File: config.mk
export PLATFORM = sky130hd
export DESIGN_NAME = dirty_range_tracker
export DESIGN_NICKNAME = d
export VERILOG_FILES = /design/src/rtl/drt_pkg.sv /design/src/rtl/drt_bounds.sv /design/src/rtl/drt_status.sv /design/src/rtl/drt_readmux.sv /design/src/rtl/dirty_range_tracker.sv
export SDC_FILE = /design/constraint.sdc
export NUM_CORES = 1
export LEC_CHECK = 0
export ABC_AREA = 1
export ABC_CLOCK_PERIOD_IN_PS = 1450
export BUFFER_PORTS_ARGS = -buffer_cell sky130_fd_sc_hd__buf_2
export CORE_AREA = 3 3 72 67
export CTS_CLUSTER_DIAMETER = 30
export DETAILED_ROUTE_END_ITERATION = 8
export DIE_AREA = 0 0 75 70
export GPL_TIMING_DRIVEN = 0
export PLACE_DENSITY_LB_ADDON = 0.1
export SETUP_SLACK_MARGIN = 0.15
export SLEW_MARGIN = 10
export SYNTH_ARGS = -nofsm -noshare
export SYNTH_HDL_FRONTEND = slang
export SYNTH_HIERARCHICAL = 1
export SYNTH_SLANG_ARGS = --single-unit
File: constraint.sdc
create_clock -name clk -period 1.45 [get_ports clk]
set_input_delay 0.0725 -clock clk [delete_from_list [all_inputs] [get_ports clk]]
set_output_delay 0.0725 -clock clk [all_outputs]
set_load 0.005 [all_outputs]
File: src/rtl/drt_pkg.sv
// Package: shared select codes and status bit positions for the dirty range tracker.
// Assumes: status word is at most REG_W bits wide; positions fixed below.
package drt_pkg;
    typedef enum logic [1:0] {
        SEL_MIN  = 2'd0,
        SEL_MAX  = 2'd1,
        SEL_STAT = 2'd2,
        SEL_NONE = 2'd3
    } reg_sel_e;

    localparam int ST_DIRTY = 0;
    localparam int ST_EXT   = 1;
    localparam int ST_WBA   = 2;
    localparam int ST_FULL  = 3;
    localparam int ST_W     = 4;
endpackage

File: src/rtl/drt_bounds.sv
// Module: drt_bounds
// Keeps the lowest and highest dirty line index and the may-be-dirty flag.
// Assumes: clear_req has priority over a same-cycle dirty mark.
module drt_bounds #(
    parameter int IDX_W = 8
) (
    input  logic             clk,
    input  logic             rst_n,
    input  logic             mark_dirty,
    input  logic [IDX_W-1:0] idx,
    input  logic             clear_req,
    output logic [IDX_W-1:0] min_o,
    output logic [IDX_W-1:0] max_o,
    output logic             dirty_o
);
    localparam logic [IDX_W-1:0] MIN_INIT = {IDX_W{1'b1}};
    localparam logic [IDX_W-1:0] MAX_INIT = '0;

    logic [IDX_W-1:0] min_q, max_q;
    logic             dirty_q;
    logic             below_min, above_max;

    // Purpose: compare the incoming index against both bounds in parallel.
    always_comb begin
        below_min = idx < min_q;
        above_max = idx > max_q;
    end

    // Purpose: update bounds and dirty flag; reset/clear restore initial values.
    always_ff @(posedge clk) begin
        if (!rst_n || clear_req) begin
            min_q   <= MIN_INIT;
            max_q   <= MAX_INIT;
            dirty_q <= 1'b0;
        end else if (mark_dirty) begin
            if (below_min) min_q <= idx;
            if (above_max) max_q <= idx;
            dirty_q <= 1'b1;
        end
    end

    assign min_o   = min_q;
    assign max_o   = max_q;
    assign dirty_o = dirty_q;
endmodule

File: src/rtl/drt_status.sv
// Module: drt_status
// Sticky abort flags with clear-on-read and a registered copy of buffer-full.
// Assumes: a set event in the same cycle as a read clear wins.
module drt_status (
    input  logic clk,
    input  logic rst_n,
    input  logic ext_abort,
    input  logic wb_abort,
    input  logic wb_full,
    input  logic rd_clear,
    output logic ext_o,
    output logic wba_o,
    output logic full_o
);
    logic ext_q, wba_q, full_q;

    // Purpose: sticky external abort flag.
    always_ff @(posedge clk) begin
        if (!rst_n)         ext_q <= 1'b0;
        else if (ext_abort) ext_q <= 1'b1;
        else if (rd_clear)  ext_q <= 1'b0;
    end

    // Purpose: sticky buffered-write abort flag.
    always_ff @(posedge clk) begin
        if (!rst_n)        wba_q <= 1'b0;
        else if (wb_abort) wba_q <= 1'b1;
        else if (rd_clear) wba_q <= 1'b0;
    end

    // Purpose: register the write-buffer-full level.
    always_ff @(posedge clk) begin
        if (!rst_n) full_q <= 1'b0;
        else        full_q <= wb_full;
    end

    assign ext_o  = ext_q;
    assign wba_o  = wba_q;
    assign full_o = full_q;
endmodule

File: src/rtl/drt_readmux.sv
// Module: drt_readmux
// Selects min, max or status and registers it onto the read data bus.
// Assumes: IDX_W <= REG_W and status width <= REG_W; upper bits zero-filled.
module drt_readmux
    import drt_pkg::*;
#(
    parameter int IDX_W = 8,
    parameter int REG_W = 32
) (
    input  logic             clk,
    input  logic             rst_n,
    input  logic             rd_en,
    input  logic [1:0]       rd_sel,
    input  logic [IDX_W-1:0] min_i,
    input  logic [IDX_W-1:0] max_i,
    input  logic [ST_W-1:0]  stat_i,
    output logic [REG_W-1:0] rd_data
);
    logic [REG_W-1:0] min_ext, max_ext, stat_ext, sel_word;

    generate
        if (IDX_W < REG_W) begin : g_pad_idx
            assign min_ext = {{(REG_W-IDX_W){1'b0}}, min_i};
            assign max_ext = {{(REG_W-IDX_W){1'b0}}, max_i};
        end else begin : g_full_idx
            assign min_ext = min_i[REG_W-1:0];
            assign max_ext = max_i[REG_W-1:0];
        end
    endgenerate

    assign stat_ext = {{(REG_W-ST_W){1'b0}}, stat_i};

    // Purpose: decode the register select.
    always_comb begin
        case (reg_sel_e'(rd_sel))
            SEL_MIN:  sel_word = min_ext;
            SEL_MAX:  sel_word = max_ext;
            SEL_STAT: sel_word = stat_ext;
            default:  sel_word = '0;
        endcase
    end

    // Purpose: capture the selected word on a read strobe.
    always_ff @(posedge clk) begin
        if (!rst_n)     rd_data <= '0;
        else if (rd_en) rd_data <= sel_word;
    end
endmodule

File: src/rtl/dirty_range_tracker.sv
// Module: dirty_range_tracker (top)
// Tracks the dirty line index range of a data cache plus a sticky status word.
// Assumes: all event inputs are synchronous single-cycle pulses.
module dirty_range_tracker
    import drt_pkg::*;
#(
    parameter int IDX_W = 8,
    parameter int REG_W = 32
) (
    input  logic             clk,
    input  logic             rst_n,
    input  logic             wr_valid,
    input  logic [IDX_W-1:0] wr_idx,
    input  logic             wr_dirty,
    input  logic             flush_req,
    input  logic             clean_done,
    input  logic             ext_abort,
    input  logic             wb_abort,
    input  logic             wb_full,
    input  logic             rd_en,
    input  logic [1:0]       rd_sel,
    output logic [REG_W-1:0] rd_data
);
    logic [IDX_W-1:0] min_w, max_w;
    logic             dirty_w, ext_w, wba_w, full_w;
    logic             mark_w, clear_w, rd_clear_w;
    logic [ST_W-1:0]  stat_w;

    // Purpose: derive strobes for the sub-blocks.
    always_comb begin
        mark_w     = wr_valid && wr_dirty;
        clear_w    = flush_req || clean_done;
        rd_clear_w = rd_en && (rd_sel == SEL_STAT);
    end

    // Purpose: assemble the status word.
    always_comb begin
        stat_w           = '0;
        stat_w[ST_DIRTY] = dirty_w;
        stat_w[ST_EXT]   = ext_w;
        stat_w[ST_WBA]   = wba_w;
        stat_w[ST_FULL]  = full_w;
    end

    drt_bounds #(.IDX_W(IDX_W)) u_bounds (
        .clk(clk), .rst_n(rst_n), .mark_dirty(mark_w), .idx(wr_idx),
        .clear_req(clear_w), .min_o(min_w), .max_o(max_w), .dirty_o(dirty_w)
    );

    drt_status u_status (
        .clk(clk), .rst_n(rst_n), .ext_abort(ext_abort), .wb_abort(wb_abort),
        .wb_full(wb_full), .rd_clear(rd_clear_w),
        .ext_o(ext_w), .wba_o(wba_w), .full_o(full_w)
    );

    drt_readmux #(.IDX_W(IDX_W), .REG_W(REG_W)) u_rd (
        .clk(clk), .rst_n(rst_n), .rd_en(rd_en), .rd_sel(rd_sel),
        .min_i(min_w), .max_i(max_w), .stat_i(stat_w), .rd_data(rd_data)
    );
endmodule

* Yosys cells after proc, flatten, opt, wreduce, memory -nomap -nowiden
Index checks and enable logic that the tools add are counted.
** Operators by class
- Eq/ne operators :: 2
- $lt $le $gt $ge :: 2
- Muxes and demuxes :: 4
- Reduce and logical (&&, ||, !) cells :: 10
** Operator list (count)
- $pmux 8 s3 :: 1
- $gt 8x8->1 :: 1
- $lt 8x8->1 :: 1
- $reduce_and 2->1 :: 2
- $reduce_bool 2->1 :: 2
- $mux 1 :: 3
- $eq 2x1->1 const B :: 1
- $eq 2x2->1 const B :: 1
- $logic_and 1x1->1 :: 2
- $logic_not 2->1 :: 1
- $logic_or 1x1->1 :: 2
- $logic_not 1->1 :: 1
** Word-level totals
- Word-level logic and storage cells :: 25
- Register bits after elaboration :: 52

* Logic depth before layout (Yosys ltp)
- Word-level depth :: 4
- Mapped depth :: 13
- Mapped depth without buffers :: 12

* Hierarchy
Netlist, hierarchy kept.
** Modules (own cells, without submodules)
- drt_bounds :: area each 1111.1 um^2, cells each 158, seq. area each 340.3 um^2, instances 1
- drt_readmux :: area each 606.8 um^2, cells each 88, seq. area each 160.2 um^2, instances 1
- drt_status :: area each 100.1 um^2, cells each 13, seq. area each 60.1 um^2, instances 1
- dirty_range_tracker :: area each 21.3 um^2, cells each 5, seq. area each 0.0 um^2, instances 1

* Worst setup path before layout
No wires, ideal clock.
- Kind :: register -> register
- From :: register u_bounds.min_q[7] (netlist: u_bounds/min_o[7])
- To :: register u_bounds.min_q[0] (netlist: u_bounds/min_o[0])
- Period minus slack after synthesis :: 1.464 ns
- Stages on the path, launching flop included :: 11
- Library setup time :: 0.122 ns
- Required time :: 1.328 ns
- Setup slack :: -0.014 ns
- Buffers on the path :: 0
- Arrival time :: 1.342 ns
- Path through :: dfxtp_1 -> inv_1 -> ha_1 -> nand2_1 -> nand2_1 -> nor2_1 -> nand2_1 -> a21oi_4 -> nand2_4 -> nand2_1 -> nand3_1
** Between the ends
- Longest elaborated chain between the ends :: 2
** RTL lines
- start, declared :: line drt_bounds.sv:19 : logic [IDX_W-1:0] min_q, max_q;
- start signal, assigned :: line drt_bounds.sv:36 : if (below_min) min_q <= idx;
- $lt 8x8->1 :: line drt_bounds.sv:25 : below_min = idx < min_q;
- $reduce_and 2->1 (no line)
No other way between the ends.
A chain may end at the register's enable or synchronous reset.

* Worst setup path in the final report
- From :: register u_bounds.max_q[3] (netlist: u_bounds/max_o[3])
- To :: register u_bounds.max_q[5] (netlist: u_bounds/max_o[5])
** Between the ends
- Longest elaborated chain between the ends :: 2
** RTL lines
- start, declared :: line drt_bounds.sv:19
- start signal, assigned :: line drt_bounds.sv:37 : if (above_max) max_q <= idx;
- $gt 8x8->1 :: line drt_bounds.sv:26 : above_max = idx > max_q;
- $reduce_and 2->1 (no line)
No other way between the ends.

==> out/qor.txt <==
Final ANT Viol Nets: 0
Yosys cell types: 23
largest net degree at the start of global routing: 16
vias in the first global route: 1,676
ratio of cells with drive above 1 in the final layout: 0.453
warnings from Yosys: 6
WHS Path Cells: 3
DP Area: 0.00215 mm²
Rows: 22
fin crit period: 1.51 ns
syn avg cell area: 6.97 µm²
Post-Syn Instances: 264
final setup fails: 10
FF-to-FF setup slack: -0.06 ns
CP endpoint: u_bounds/max_o[5]
die area: 0.00525 mm²
# diodes: 0
vias per cell: 4.70
FF-to-FF End: u_bounds/max_o[5]
post-route design area: 0.00261 mm²
total gr overflow: 0
clock slew at reported path FFs: 0.10 ns
GR Util All Layers: 0.182
final WL: 4760 µm
Die Wd: 75 µm
DRT iter0 DRCs: 67
post-synthesis sequential area ratio: 0.305
pwr/cell area: 676 mW/mm²
min-delay worst type: input pin to register
WL/cell: 12.3 µm
largest cells by area after synthesis: dfxtp_1, nand2_1, nand3_1
final worst setup slack: -0.0555 ns
Initial Util: 0.448
Synth Flop Type: dfxtp_1
Leakage: 1.38 nW
vias after detailed routing: 1,816
Arr. time, crit path: 1.68 ns
Synth top area share: 0.305
final estimated routing congestion in global placement: 0.760
mapped cell area: 0.00184 mm²
failing checks: setup timing
Critical Path Source: u_bounds/max_o[3]
area leader, netlist: dfxtp_1
Core Box Area: 0.00410 mm²
TNS Setup: -0.230 ns
sequential cell area: 578 µm²
CTS tree: built
Num CTS Buffers: 3
dpl hpwl: 3130 µm
Final Hold Fails: 0
Req. time, crit path: 1.62 ns
antenna violations before repair: 0
outcome: complete, but fails checks
CTS H-tree lvls: 1
first-pass GRT wire length: 7600 µm
Port-buffer cells: 27
CP Class: register to register
DRC: 0
RSZ-0062 raised after global routing: yes
number of synthesized flops with an enable pin: 0
P&R area growth vs syn: 42.0%
#FFs+latches synth: 28
worst reg2reg path startpoint: u_bounds/max_o[3]
footprint of the multi-input gates: 0.00124 mm²
clock latency on the worst-skew pair: 0.27 ns
FILL cells: 392
fin crit share: 1.04
Peak Freq: 664 MHz
clk_skew: 0.00667 ns
crit start category: register
clock tree buffer depth: 2
Worst VDD drop: 0.000603 V
Async S/R FF share, synth: 0
count of pins over their slew limit: 0
first drt pass iteration count: 4
worst r2r path cells: 12
max cap viols: 0
nature of the critical path endpoint: register
root buf cell: clkbuf_8
num ports: 52
nets@finish: 374
dpl ws: -0.150 ns
worst-path maximum fanout: 5
CTS sink cnt: 28
Die H: 70 µm
-- flip-flops by register name (all words and copies together) (netlist names) --
signal and cells:
u_status/ext_o 1, u_bounds/max_o 8, u_status/wba_o 1, u_bounds/min_o 8, u_status/full_o 1, u_rd/rd_data 8
u_bounds/dirty_o 1
-- timing repair --
action                                  4_1_cts  5_1_grt
gates resized for setup                      45       26
gates cloned                                  2        0
hold buffers                                  1        0
endpoints found under the setup margin       16       16
hold endpoints to repair                      1        0
pin swaps                                    23       24
buffers inserted                             14        3
-- routing by layer --
layer,routed length [µm],GRT usage,up-vias
met2,2360,0.296,39
met1,2160,0.241,832
met4,55,0.0455,0
met3,193,0.0360,7
met5,0,0,-
li1,-,-,938
-- worst max-delay path, cell delays in order, from the launching register on --
cell	delay [ns]
dfxtp_2	0.35
inv_2	0.04
ha_4	0.28
nand2_4	0.06
inv_2	0.05
nand2_2	0.06
nand2_2	0.08
nand2_2	0.06
nand2_4	0.10
buf_6	0.14
nand3_2	0.08
nand2_2	0.06
nor2_2	0.04
-- cell usage after synthesis, types with 2 or more instances --
| master | number |
|---|---|
| nand2_1 | 61 |
| nand3_1 | 40 |
| nor2_4 | 2 |
| buf_4 | 24 |
| nor2_1 | 13 |
| nor2_2 | 3 |
| a21oi_1 | 17 |
| ha_1 | 15 |
| dfxtp_1 | 28 |
| buf_6 | 2 |
| buf_2 | 2 |
| nand2_2 | 2 |
| inv_1 | 42 |
| o211ai_1 | 4 |
-- cells by family after synthesis --
kind of cell	Yosys count	synth area share
simple gates	124	0.302
buf+inv	71	0.203
flops	28	0.305
compound gates	25	0.0857
fa+ha+maj	15	0.102
other cells	1	0.00204
-- final cells by class --
type                       instances  share of cell area
buffer                            28              0.0829
clock buffer                       4              0.0211
inverter                          43              0.0618
multi-input combinational        189               0.477
sequential                        28               0.221
tap                               48              0.0230
timing repair buffer              46               0.113
-- power by group --
part,leakage [nW],internal (mW),switching [mW],total (mW)
sequential,0.230,0.796,0.0147,0.811
combinational,1.12,0.219,0.252,0.471
clock,0.0288,0.243,0.240,0.484
total,1.38,1.26,0.507,1.76
-- cell usage in the layout, fill, tap and decap left out, drive strengths merged --
| cell type | synthesis | layout |
|---|---|---|
| buf | 28 | 73 |
| nand2 | 64 | 65 |
| inv | 43 | 43 |
| nand3 | 40 | 40 |
| dfxtp | 28 | 28 |
| conb | 1 | 24 |
| a21oi | 18 | 18 |
| nor2 | 18 | 18 |
| ha | 15 | 15 |
| clkbuf | 0 | 4 |
| o211ai | 4 | 4 |
| or2 | 1 | 1 |
| dlygate4sd3 | 0 | 1 |
| nand4 | 1 | 1 |
| a21o | 1 | 1 |
| a21boi | 1 | 1 |
| o21a | 1 | 1 |
-- metrics by stage --
step                      power [mW]  std cells  hold WS, ns  utilization
after CTS                       1.73        383       0.0182        0.609
after floorplan                 1.07        287        0.166            -
after global routing            1.87        386       0.0117        0.637
after detailed placement        1.17        362        0.261        0.523
final                           1.76        386       0.0217        0.637
after global placement          1.16        362        0.264        0.523
-- how the worst min path moves through the flow --
stage	start	to	slack (ns)
final	ext_abort	u_status/ext_o	0.02
after global routing	ext_abort	u_status/ext_o	0.01
after CTS	ext_abort	u_status/ext_o	0.02
after global placement	wb_full	u_status/full_o	0.26
after detailed placement	wb_full	u_status/full_o	0.26
after floorplan	wb_full	u_status/full_o	0.17
Power figures use the tool's default switching activity.
